`src/rtl/rcb_pkg.sv`:
```
`timescale 1ns/1ps
package rcb_pkg;
  localparam int unsigned WORD_W = 32;
  typedef logic [WORD_W-1:0] word_t;

  // descriptor byte offsets
  localparam int unsigned OFF_PACT = 0;
  localparam int unsigned OFF_PMSK = 4;
  localparam int unsigned OFF_EXP  = 12;
  localparam int unsigned OFF_RPT  = 16;
  localparam int unsigned OFF_GOOD = 20;
  localparam int unsigned OFF_FLAG = 24;
  localparam int unsigned OFF_RST  = 28;
  localparam int unsigned OFF_FPAS = 32;
  localparam int unsigned OFF_TAG  = 36;

  typedef enum logic [1:0] {OUT_PASS, OUT_FAIL, OUT_REPEAT} outcome_e;

  function automatic logic masked_equal(word_t act, word_t exp, word_t msk);
    return ((act ^ exp) & msk) == '0;
  endfunction

  function automatic outcome_e judge(logic eq, logic spent);
    if (eq) return OUT_PASS;
    if (spent) return OUT_FAIL;
    return OUT_REPEAT;
  endfunction

  function automatic logic [5:0] branch_slot(outcome_e o, logic term);
    case (o)
      OUT_REPEAT: return 6'(OFF_RPT);
      OUT_PASS:   return term ? 6'(OFF_FPAS) : 6'(OFF_GOOD);
      default:    return term ? 6'(OFF_RST) : 6'(OFF_GOOD);
    endcase
  endfunction
endpackage

```
`src/rtl/rcb_retry_ctr.sv`:
```
`timescale 1ns/1ps
module rcb_retry_ctr
  import rcb_pkg::*;
#(
  parameter int unsigned MAX_RETRY = 15
) (
  input  logic     clk,
  input  logic     rst_n,
  input  logic     upd,
  input  outcome_e outcome_q,
  output logic     spent
);
  localparam int unsigned CW = $clog2(MAX_RETRY + 1);

  logic [CW-1:0] cnt;

  always_ff @(posedge clk) begin
    if (!rst_n) cnt <= '0;
    else if (upd) begin
      if (outcome_q == OUT_REPEAT) cnt <= cnt + 1'b1;
      else cnt <= '0;
    end
  end

  assign spent = (cnt == CW'(MAX_RETRY));


  cnt_bound_chk: assert property (@(posedge clk) disable iff (!rst_n)
    cnt <= CW'(MAX_RETRY));

  repeat_counts_chk: assert property (@(posedge clk) disable iff (!rst_n)
    (upd && outcome_q == OUT_REPEAT) |=> cnt != '0);

  decided_clears_chk: assert property (@(posedge clk) disable iff (!rst_n)
    (upd && outcome_q != OUT_REPEAT) |=> cnt == '0);
endmodule

```
`src/rtl/rcb_verdict.sv`:
```
`timescale 1ns/1ps
module rcb_verdict
  import rcb_pkg::*;
(
  input  logic       clk,
  input  logic       rst_n,
  input  logic       dec_evt,
  input  word_t      act_q,
  input  word_t      msk_q,
  input  word_t      exp_q,
  input  logic       term_now,
  input  logic       spent,
  output logic [5:0] slot_off,
  output outcome_e   outcome_q
);
  logic     eq_now;
  outcome_e outcome_now;

  assign eq_now      = masked_equal(act_q, exp_q, msk_q);
  assign outcome_now = judge(eq_now, spent);
  assign slot_off    = branch_slot(outcome_now, term_now);

  always_ff @(posedge clk) begin
    if (!rst_n) outcome_q <= OUT_PASS;
    else if (dec_evt) outcome_q <= outcome_now;
  end


  no_repeat_when_spent_chk: assert property (@(posedge clk) disable iff (!rst_n)
    (dec_evt && spent) |-> outcome_now != OUT_REPEAT);

  match_passes_chk: assert property (@(posedge clk) disable iff (!rst_n)
    (dec_evt && act_q == exp_q) |=> outcome_q == OUT_PASS);
endmodule

```
`src/rtl/rcb_fetch_seq.sv`:
```
`timescale 1ns/1ps
module rcb_fetch_seq
  import rcb_pkg::*;
#(
  parameter int unsigned  AW       = 12,
  parameter logic [AW-1:0] SAVE_ACT = 12'h080,
  parameter logic [AW-1:0] SAVE_MSK = 12'h084
) (
  input  logic          clk,
  input  logic          rst_n,
  input  logic          start,
  input  logic [AW-1:0] tbl_base,
  output logic          mem_en,
  output logic          mem_we,
  output logic [AW-1:0] mem_addr,
  output word_t         mem_wdata,
  input  word_t         mem_rdata,
  input  logic [5:0]    slot_off,
  input  outcome_e      outcome_q,
  output logic          dec_evt,
  output logic          done_evt,
  output word_t         act_q,
  output word_t         msk_q,
  output word_t         exp_q,
  output logic          res_valid,
  output logic          res_pass,
  output logic          res_repeat,
  output word_t         res_next,
  output logic [7:0]    res_test,
  output logic [7:0]    res_seg
);
  typedef enum logic [3:0] {
    S_IDLE, S_GET_W13, S_PUT_ACT, S_GET_W14, S_PUT_MSK,
    S_GET_PACT, S_GET_ACT, S_GET_PMSK, S_GET_MSK, S_GET_EXP,
    S_GET_FLG, S_DECIDE, S_GET_TAG, S_DONE
  } state_e;

  state_e        state_q, state_d;
  logic [AW-1:0] base_q;
  word_t         next_q;
  logic          accept;

  assign accept   = (state_q == S_IDLE) && start;
  assign dec_evt  = (state_q == S_DECIDE);
  assign done_evt = (state_q == S_DONE);

  always_comb begin
    state_d = state_q;
    case (state_q)
      S_IDLE: if (start) state_d = S_GET_W13;
      S_DONE: state_d = S_IDLE;
      default: state_d = state_e'(state_q + 4'd1);
    endcase
  end

  always_comb begin
    mem_en    = 1'b1;
    mem_we    = 1'b0;
    mem_addr  = '0;
    mem_wdata = mem_rdata;
    case (state_q)
      S_GET_W13:  mem_addr = base_q + AW'(OFF_PACT);
      S_PUT_ACT:  begin mem_we = 1'b1; mem_addr = SAVE_ACT; end
      S_GET_W14:  mem_addr = base_q + AW'(OFF_PMSK);
      S_PUT_MSK:  begin mem_we = 1'b1; mem_addr = SAVE_MSK; end
      S_GET_PACT: mem_addr = SAVE_ACT;
      S_GET_ACT:  mem_addr = mem_rdata[AW-1:0];
      S_GET_PMSK: mem_addr = SAVE_MSK;
      S_GET_MSK:  mem_addr = mem_rdata[AW-1:0];
      S_GET_EXP:  mem_addr = base_q + AW'(OFF_EXP);
      S_GET_FLG:  mem_addr = base_q + AW'(OFF_FLAG);
      S_DECIDE:   mem_addr = base_q + AW'(slot_off);
      S_GET_TAG:  mem_addr = base_q + AW'(OFF_TAG);
      default:    mem_en = 1'b0;
    endcase
  end

  always_ff @(posedge clk) begin
    if (!rst_n) begin
      state_q    <= S_IDLE;
      base_q     <= '0;
      act_q      <= '0;
      msk_q      <= '0;
      exp_q      <= '0;
      next_q     <= '0;
      res_valid  <= 1'b0;
      res_pass   <= 1'b0;
      res_repeat <= 1'b0;
      res_next   <= '0;
      res_test   <= '0;
      res_seg    <= '0;
    end else begin
      state_q   <= state_d;
      res_valid <= done_evt;
      if (accept) base_q <= tbl_base;
      case (state_q)
        S_GET_PMSK: act_q  <= mem_rdata;
        S_GET_EXP:  msk_q  <= mem_rdata;
        S_GET_FLG:  exp_q  <= mem_rdata;
        S_GET_TAG:  next_q <= mem_rdata;
        S_DONE: begin
          res_pass   <= (outcome_q == OUT_PASS);
          res_repeat <= (outcome_q == OUT_REPEAT);
          res_next   <= next_q;
          res_test   <= mem_rdata[15:8];
          res_seg    <= mem_rdata[7:0];
        end
        default: ;
      endcase
    end
  end


  strobe_single_chk: assert property (@(posedge clk) disable iff (!rst_n)
    res_valid |=> !res_valid);

  save_only_chk: assert property (@(posedge clk) disable iff (!rst_n)
    (mem_en && mem_we) |-> (mem_addr == SAVE_ACT || mem_addr == SAVE_MSK));

  restart_blocked_chk: assert property (@(posedge clk) disable iff (!rst_n)
    (state_q != S_IDLE && state_q != S_DONE && start) |=> state_q != S_GET_W13);

  outcome_excl_chk: assert property (@(posedge clk) disable iff (!rst_n)
    res_valid |-> !(res_pass && res_repeat));
endmodule

```
`src/rtl/resp_check_branch.sv`:
```
`timescale 1ns/1ps
module resp_check_branch
  import rcb_pkg::*;
#(
  parameter int unsigned   AW        = 12,
  parameter int unsigned   MAX_RETRY = 15,
  parameter int unsigned   TERM_BIT  = 7,
  parameter logic [AW-1:0] SAVE_ACT  = 12'h080,
  parameter logic [AW-1:0] SAVE_MSK  = 12'h084
) (
  input  logic          clk,
  input  logic          rst_n,
  input  logic          start,
  input  logic [AW-1:0] tbl_base,
  output logic          mem_en,
  output logic          mem_we,
  output logic [AW-1:0] mem_addr,
  output logic [31:0]   mem_wdata,
  input  logic [31:0]   mem_rdata,
  output logic          res_valid,
  output logic          res_pass,
  output logic          res_repeat,
  output logic [31:0]   res_next,
  output logic [7:0]    res_test,
  output logic [7:0]    res_seg
);
  logic       dec_evt, done_evt, spent, term_now;
  logic [5:0] slot_off;
  outcome_e   outcome_q;
  word_t      act_q, msk_q, exp_q;

  assign term_now = mem_rdata[TERM_BIT];

  rcb_fetch_seq #(.AW(AW), .SAVE_ACT(SAVE_ACT), .SAVE_MSK(SAVE_MSK)) u_seq (
    .clk(clk), .rst_n(rst_n), .start(start), .tbl_base(tbl_base),
    .mem_en(mem_en), .mem_we(mem_we), .mem_addr(mem_addr),
    .mem_wdata(mem_wdata), .mem_rdata(mem_rdata),
    .slot_off(slot_off), .outcome_q(outcome_q),
    .dec_evt(dec_evt), .done_evt(done_evt),
    .act_q(act_q), .msk_q(msk_q), .exp_q(exp_q),
    .res_valid(res_valid), .res_pass(res_pass), .res_repeat(res_repeat),
    .res_next(res_next), .res_test(res_test), .res_seg(res_seg)
  );

  rcb_verdict u_verdict (
    .clk(clk), .rst_n(rst_n), .dec_evt(dec_evt),
    .act_q(act_q), .msk_q(msk_q), .exp_q(exp_q),
    .term_now(term_now), .spent(spent),
    .slot_off(slot_off), .outcome_q(outcome_q)
  );

  rcb_retry_ctr #(.MAX_RETRY(MAX_RETRY)) u_retry (
    .clk(clk), .rst_n(rst_n), .upd(done_evt),
    .outcome_q(outcome_q), .spent(spent)
  );
endmodule

```
`config.mk`:
```
export PLATFORM = sky130hd
export DESIGN_NAME = resp_check_branch
export DESIGN_NICKNAME = d
export VERILOG_FILES = /design/src/rtl/rcb_pkg.sv /design/src/rtl/rcb_retry_ctr.sv /design/src/rtl/rcb_verdict.sv /design/src/rtl/rcb_fetch_seq.sv /design/src/rtl/resp_check_branch.sv
export SDC_FILE = /design/constraint.sdc
export NUM_CORES = 1
export LEC_CHECK = 0
export ABC_AREA = 0
export CAP_MARGIN = 10
export CORE_MARGIN = 2
export CORE_UTILIZATION = 30
export CTS_CLUSTER_DIAMETER = 30
export DETAILED_ROUTE_END_ITERATION = 16
export GPL_TIMING_DRIVEN = 0
export PLACE_DENSITY_LB_ADDON = 0.05
export SKIP_LAST_GASP = 1
export SLEW_MARGIN = 10
export SYNTH_ARGS = -nofsm -noshare
export SYNTH_HDL_FRONTEND = slang
export SYNTH_SLANG_ARGS = --single-unit
```
`constraint.sdc`:
```
create_clock -name clk -period 5.9 [get_ports clk]
set_input_delay 0.59 -clock clk [delete_from_list [all_inputs] [get_ports clk]]
set_output_delay 0.59 -clock clk [all_outputs]
set_load 0.02 [all_outputs]
```
==> out/qor.yml <==
status:
  run_status: "finished clean"
sta:
  min_period_ns: 5.362
  final.setup_skew_ns: 0.01322
  max_clock_freq_mhz: 186.5
  timing.final.crit_share_pct: 90.88
  timing.final.setup_violations: 0
  fin_tns_setup_ns: 0
  slew_headroom_pct: 46.96
  hold_ws_ns: 0.4502
  transition_time_at_the_pin_with_the_least_slew_margin_ns: 0.7955
  rsz0062_at_grt: "no"
  finalHoldViolations: 0
  finalMaxSlewViolations: 0
worst_setup_path:
  cp.arrival_ns: 4.77
  worstReg2RegStart: "u_seq.state_q[1]"
  r2r_slack_ns: 3.69
  crit_fanout: 10
  worst_ep_required_time_ns: 5.31
  path_class: "flip-flop to primary output"
  r2r_cells: 7
  r2r-end: "u_seq.msk_q[24]"
  cp-end-kind: "primary output"
  worst_setup_path_start_kind: "flip-flop"
cells_and_area:
  final_layout_size_suffix_gt1_share_pct: 11.88
  seq_area_um2: 4024
  layout.filler_cells: 3022
  multiInputGateArea_um2: 4353
  design.final.nets: 1362
  layout.cells.most_common: "sky130_fd_sc_hd__nand2_1"
  diodes: 0
  syn_to_final_growth_pct: 43.39
  layout_common_cells: "400 x sky130_fd_sc_hd__nand2_1, 201 x sky130_fd_sc_hd__dfxtp_1, 173 x sky130_fd_sc_hd__a21boi_0, 141 x sky130_fd_sc_hd__clkdlybuf4s50_1, 61 x sky130_fd_sc_hd__clkbuf_16"
cts:
  path_clk_slew_ns: 0.04
  cts.repair.resized: 0
  post_cts_buffers: 0
  cts_root_buf: "sky130_fd_sc_hd__clkbuf_16"
  post_cts_hold_buffer_count: 0
  clock_tree.htree_level_count: 2
  worstSkewPairLatency_ns: 0.55
  numClockSinks: 201
  number_of_buffers_added_by_the_clock_tree_synthesis_step: 59
  clock_tree_from_tritoncts: "yes"
  cts.path.max_buffers: 3
detailed_routing:
  postRouteAntennaNets: 0
  vias: 7987
  routed_wl_um: 31580
  initial_drt_markers: 350
  drt-vias-per-instance: 4.598
  remaining_drc_errors: 0
  drt-pass1-iter-count: 5
  routed_wire_per_std_cell_um: 18.18
synthesis:
  ys.flop_type: "sky130_fd_sc_hd__dfxtp_1"
  yosysSeqAreaShare_pct: 44.92
  synth.ff_latch_count: 201
  fraction_of_the_mapped_netlist_area_in_compound_gates_pct: 21.62
  post_synth_xor_area_fraction_pct: 4.008
  syn_area_um2: 8959
  dominant_combinational_cell_family_by_area_after_synthesis: "compound AO/OA/AOI/OAI gates"
  share_of_synthesized_flip_flops_with_an_asynchronous_set_or_reset_pct: 0
  synth.avg_cell_area_um2: 8.129
  yosys.area_share.simple_pct: 20.99
  synth_warnings: 0
  synthAdderAreaFrac_pct: 1.620
  number_of_unique_standard_cell_types_used_by_synthesis: 49
  post_synth_edffs: 0
  synth_mux_area_share_pct: 0.3492
  syn-num-nets: 1160
  synthCells: 1102
worst_hold_path:
  worstHoldStart: "u_seq.next_q[23]"
  hold_path_class: "flip-flop to flip-flop"
  min_path_cells: 2
  timing.hold.worst_endpoint: "u_seq.next_q[23]"
power_and_ir_drop:
  switchingPower_mw: 1.065
  power.static_leakage_nw: 4.770
  p_clk_share_pct: 64.2
  cellInternalPower_mw: 3.755
  comb_power_share_pct: 6.9
  share_seq_of_total_power_pct: 28.9
  power_switching_share_pct: 22.10
  total_power_density_per_cell_area_nw_per_um2: 375.2
  vdd_drop_max_v: 0.0002043
global_route:
  grt_antenna_before_repair: 0
  vias_in_the_first_global_route: 7798
  grt_pass1_wl_um: 47180
  maximum_number_of_pins_on_one_net_before_global_route_repair: 15
  grtUsageTotal_pct: 20.16
  global_route_overflow: 0
placement:
  routabilityCongestion: 0.7847
  place.detailed.hpwl_um: 21970
  place.port_buffers: 141
die:
  start_util_pct: 30.31
  dieArea_um2: 31260
  floorplan.die.width_um: 176.8
  die_y_um: 176.8
  rows: 63
  number_of_top_level_pins: 144
  core_area_um2: 29560
run:
  drv_cap: 0
==> worst max path at each step <==
| stage | start | slack [ns] | to |
|---|---|---|---|
| after global routing | u_seq.state_q[1] | 0.24 | mem_addr[11] |
| final | u_seq.state_q[1] | 0.54 | mem_addr[7] |
| after detailed placement | u_seq.state_q[1] | 1.10 | mem_addr[7] |
| after floorplan | u_seq.state_q[0] | 2.20 | mem_addr[9] |
| after CTS | u_seq.state_q[1] | 0.52 | mem_addr[7] |
| after global placement | u_seq.state_q[1] | 1.05 | mem_addr[7] |
==> area by class of cell <==
class / instances / share of cell area [%]
clock inverters: 16 / 1.403
well taps: 390 / 3.799
multi-input cells: 787 / 33.89
repair buffers: 141 / 10.99
clock buffers: 88 / 14.07
flip-flops and latches: 201 / 31.32
plain buffers: 107 / 4.325
inverters: 7 / 0.2045
==> stage by stage <==
stage               cell area, um^2  cells  worst slack (ns)  power (mW)  util, %
global route                  12850   1737            0.2399       4.979    43.46
floorplan                      8959   1102             2.203       1.588        -
finish                        12850   1737            0.5380       4.820    43.46
detailed placement            10860   1633             1.102       1.753    36.73
CTS                           12850   1737            0.5174       4.871    43.46
global placement              10860   1633             1.054       1.755    36.73
==> critical path: stages (launching register included) <==
cell and delay [ns]:
sky130_fd_sc_hd__dfxtp_1 0.40, sky130_fd_sc_hd__inv_1 0.08, sky130_fd_sc_hd__ha_1 0.18, sky130_fd_sc_hd__clkbuf_1 0.23, sky130_fd_sc_hd__nand2_1 0.29, sky130_fd_sc_hd__clkbuf_1 0.64, sky130_fd_sc_hd__o41ai_1 0.29, sky130_fd_sc_hd__ha_1 0.34
sky130_fd_sc_hd__a21o_1 0.16, sky130_fd_sc_hd__a21o_1 0.19, sky130_fd_sc_hd__a21oi_1 0.25, sky130_fd_sc_hd__nand2b_1 0.18, sky130_fd_sc_hd__a221oi_1 0.09, sky130_fd_sc_hd__o2111ai_1 0.25, sky130_fd_sc_hd__clkdlybuf4s50_1 0.67
==> routing by layer <==
metal	global-route usage [%]	wire length, um	part of all wire (%)	up-vias
li1	-	-	-	4040
met3	3.587	1452	4.6	44
met4	5.820	568	1.8	0
met2	33.69	14780	47	197
met1	26.59	14780	47	3706
met5	0	0	0	-
==> synth_stat cells, types with 2 or more instances <==
library cell	instances	area, um^2
sky130_fd_sc_hd__nand3_1	9	45.04
sky130_fd_sc_hd__and3_1	4	25.02
sky130_fd_sc_hd__a21boi_0	173	1299
sky130_fd_sc_hd__and2_1	6	37.54
sky130_fd_sc_hd__o21ai_0	17	85.08
sky130_fd_sc_hd__nor2_1	17	63.81
sky130_fd_sc_hd__a21o_1	3	22.52
sky130_fd_sc_hd__a221oi_1	6	52.55
sky130_fd_sc_hd__nand4_1	6	37.54
sky130_fd_sc_hd__a221o_1	2	20.02
sky130_fd_sc_hd__o21ai_1	2	10.01
sky130_fd_sc_hd__xor2_1	34	297.8
sky130_fd_sc_hd__nand3b_1	2	15.01
sky130_fd_sc_hd__mux2i_1	2	20.02
sky130_fd_sc_hd__nor3b_1	2	15.01
sky130_fd_sc_hd__a21oi_1	13	65.06
sky130_fd_sc_hd__ha_1	10	125.1
sky130_fd_sc_hd__buf_1	5	18.77
sky130_fd_sc_hd__buf_2	27	135.1
sky130_fd_sc_hd__nor3_1	5	25.02
sky130_fd_sc_hd__nor2b_1	7	43.79
sky130_fd_sc_hd__clkbuf_1	43	161.4
sky130_fd_sc_hd__a21boi_1	19	142.6
sky130_fd_sc_hd__nand2b_1	4	25.02
sky130_fd_sc_hd__inv_1	7	26.28
sky130_fd_sc_hd__dfxtp_1	201	4024
sky130_fd_sc_hd__a22oi_1	16	120.1
sky130_fd_sc_hd__xnor2_1	7	61.31
sky130_fd_sc_hd__buf_4	32	240.2
sky130_fd_sc_hd__o211ai_1	2	15.01
sky130_fd_sc_hd__nand2_1	400	1501
sky130_fd_sc_hd__a22o_1	2	17.52
==> registers in the layout, indices dropped and copies added (netlist names) <==
register / flops
u_retry.cnt: 4
u_seq.act_q: 32
u_seq.base_q: 12
u_seq.exp_q: 32
u_seq.msk_q: 32
u_seq.next_q: 32
u_seq.res_next: 32
u_seq.res_pass: 1
u_seq.res_repeat: 1
u_seq.res_seg: 8
u_seq.res_test: 8
u_seq.res_valid: 1
u_seq.state_q: 4
u_verdict.outcome_q: 2
==> power by group through the flow <==
stage / Clock, mW / Sequential, mW / Combinational (mW)
5_1_grt: 3.22 / 1.39 / 0.361
3_3_place_gp: 0 / 1.41 / 0.340
6_report: 3.09 / 1.39 / 0.334
2_1_floorplan: 0 / 1.41 / 0.178
4_1_cts: 3.14 / 1.39 / 0.340
3_5_place_dp: 0 / 1.41 / 0.338
==> cell families after synthesis <==
family | count (synthesis)
adders and majority gates | 11
DFF | 201
xor gates and xnor gates | 41
and+or+nand+nor | 467
AOI/OAI and AO/OA | 265
buffers and inverters | 114
muxes | 3
No activity file was read; power rests on OpenSTA's default activity.
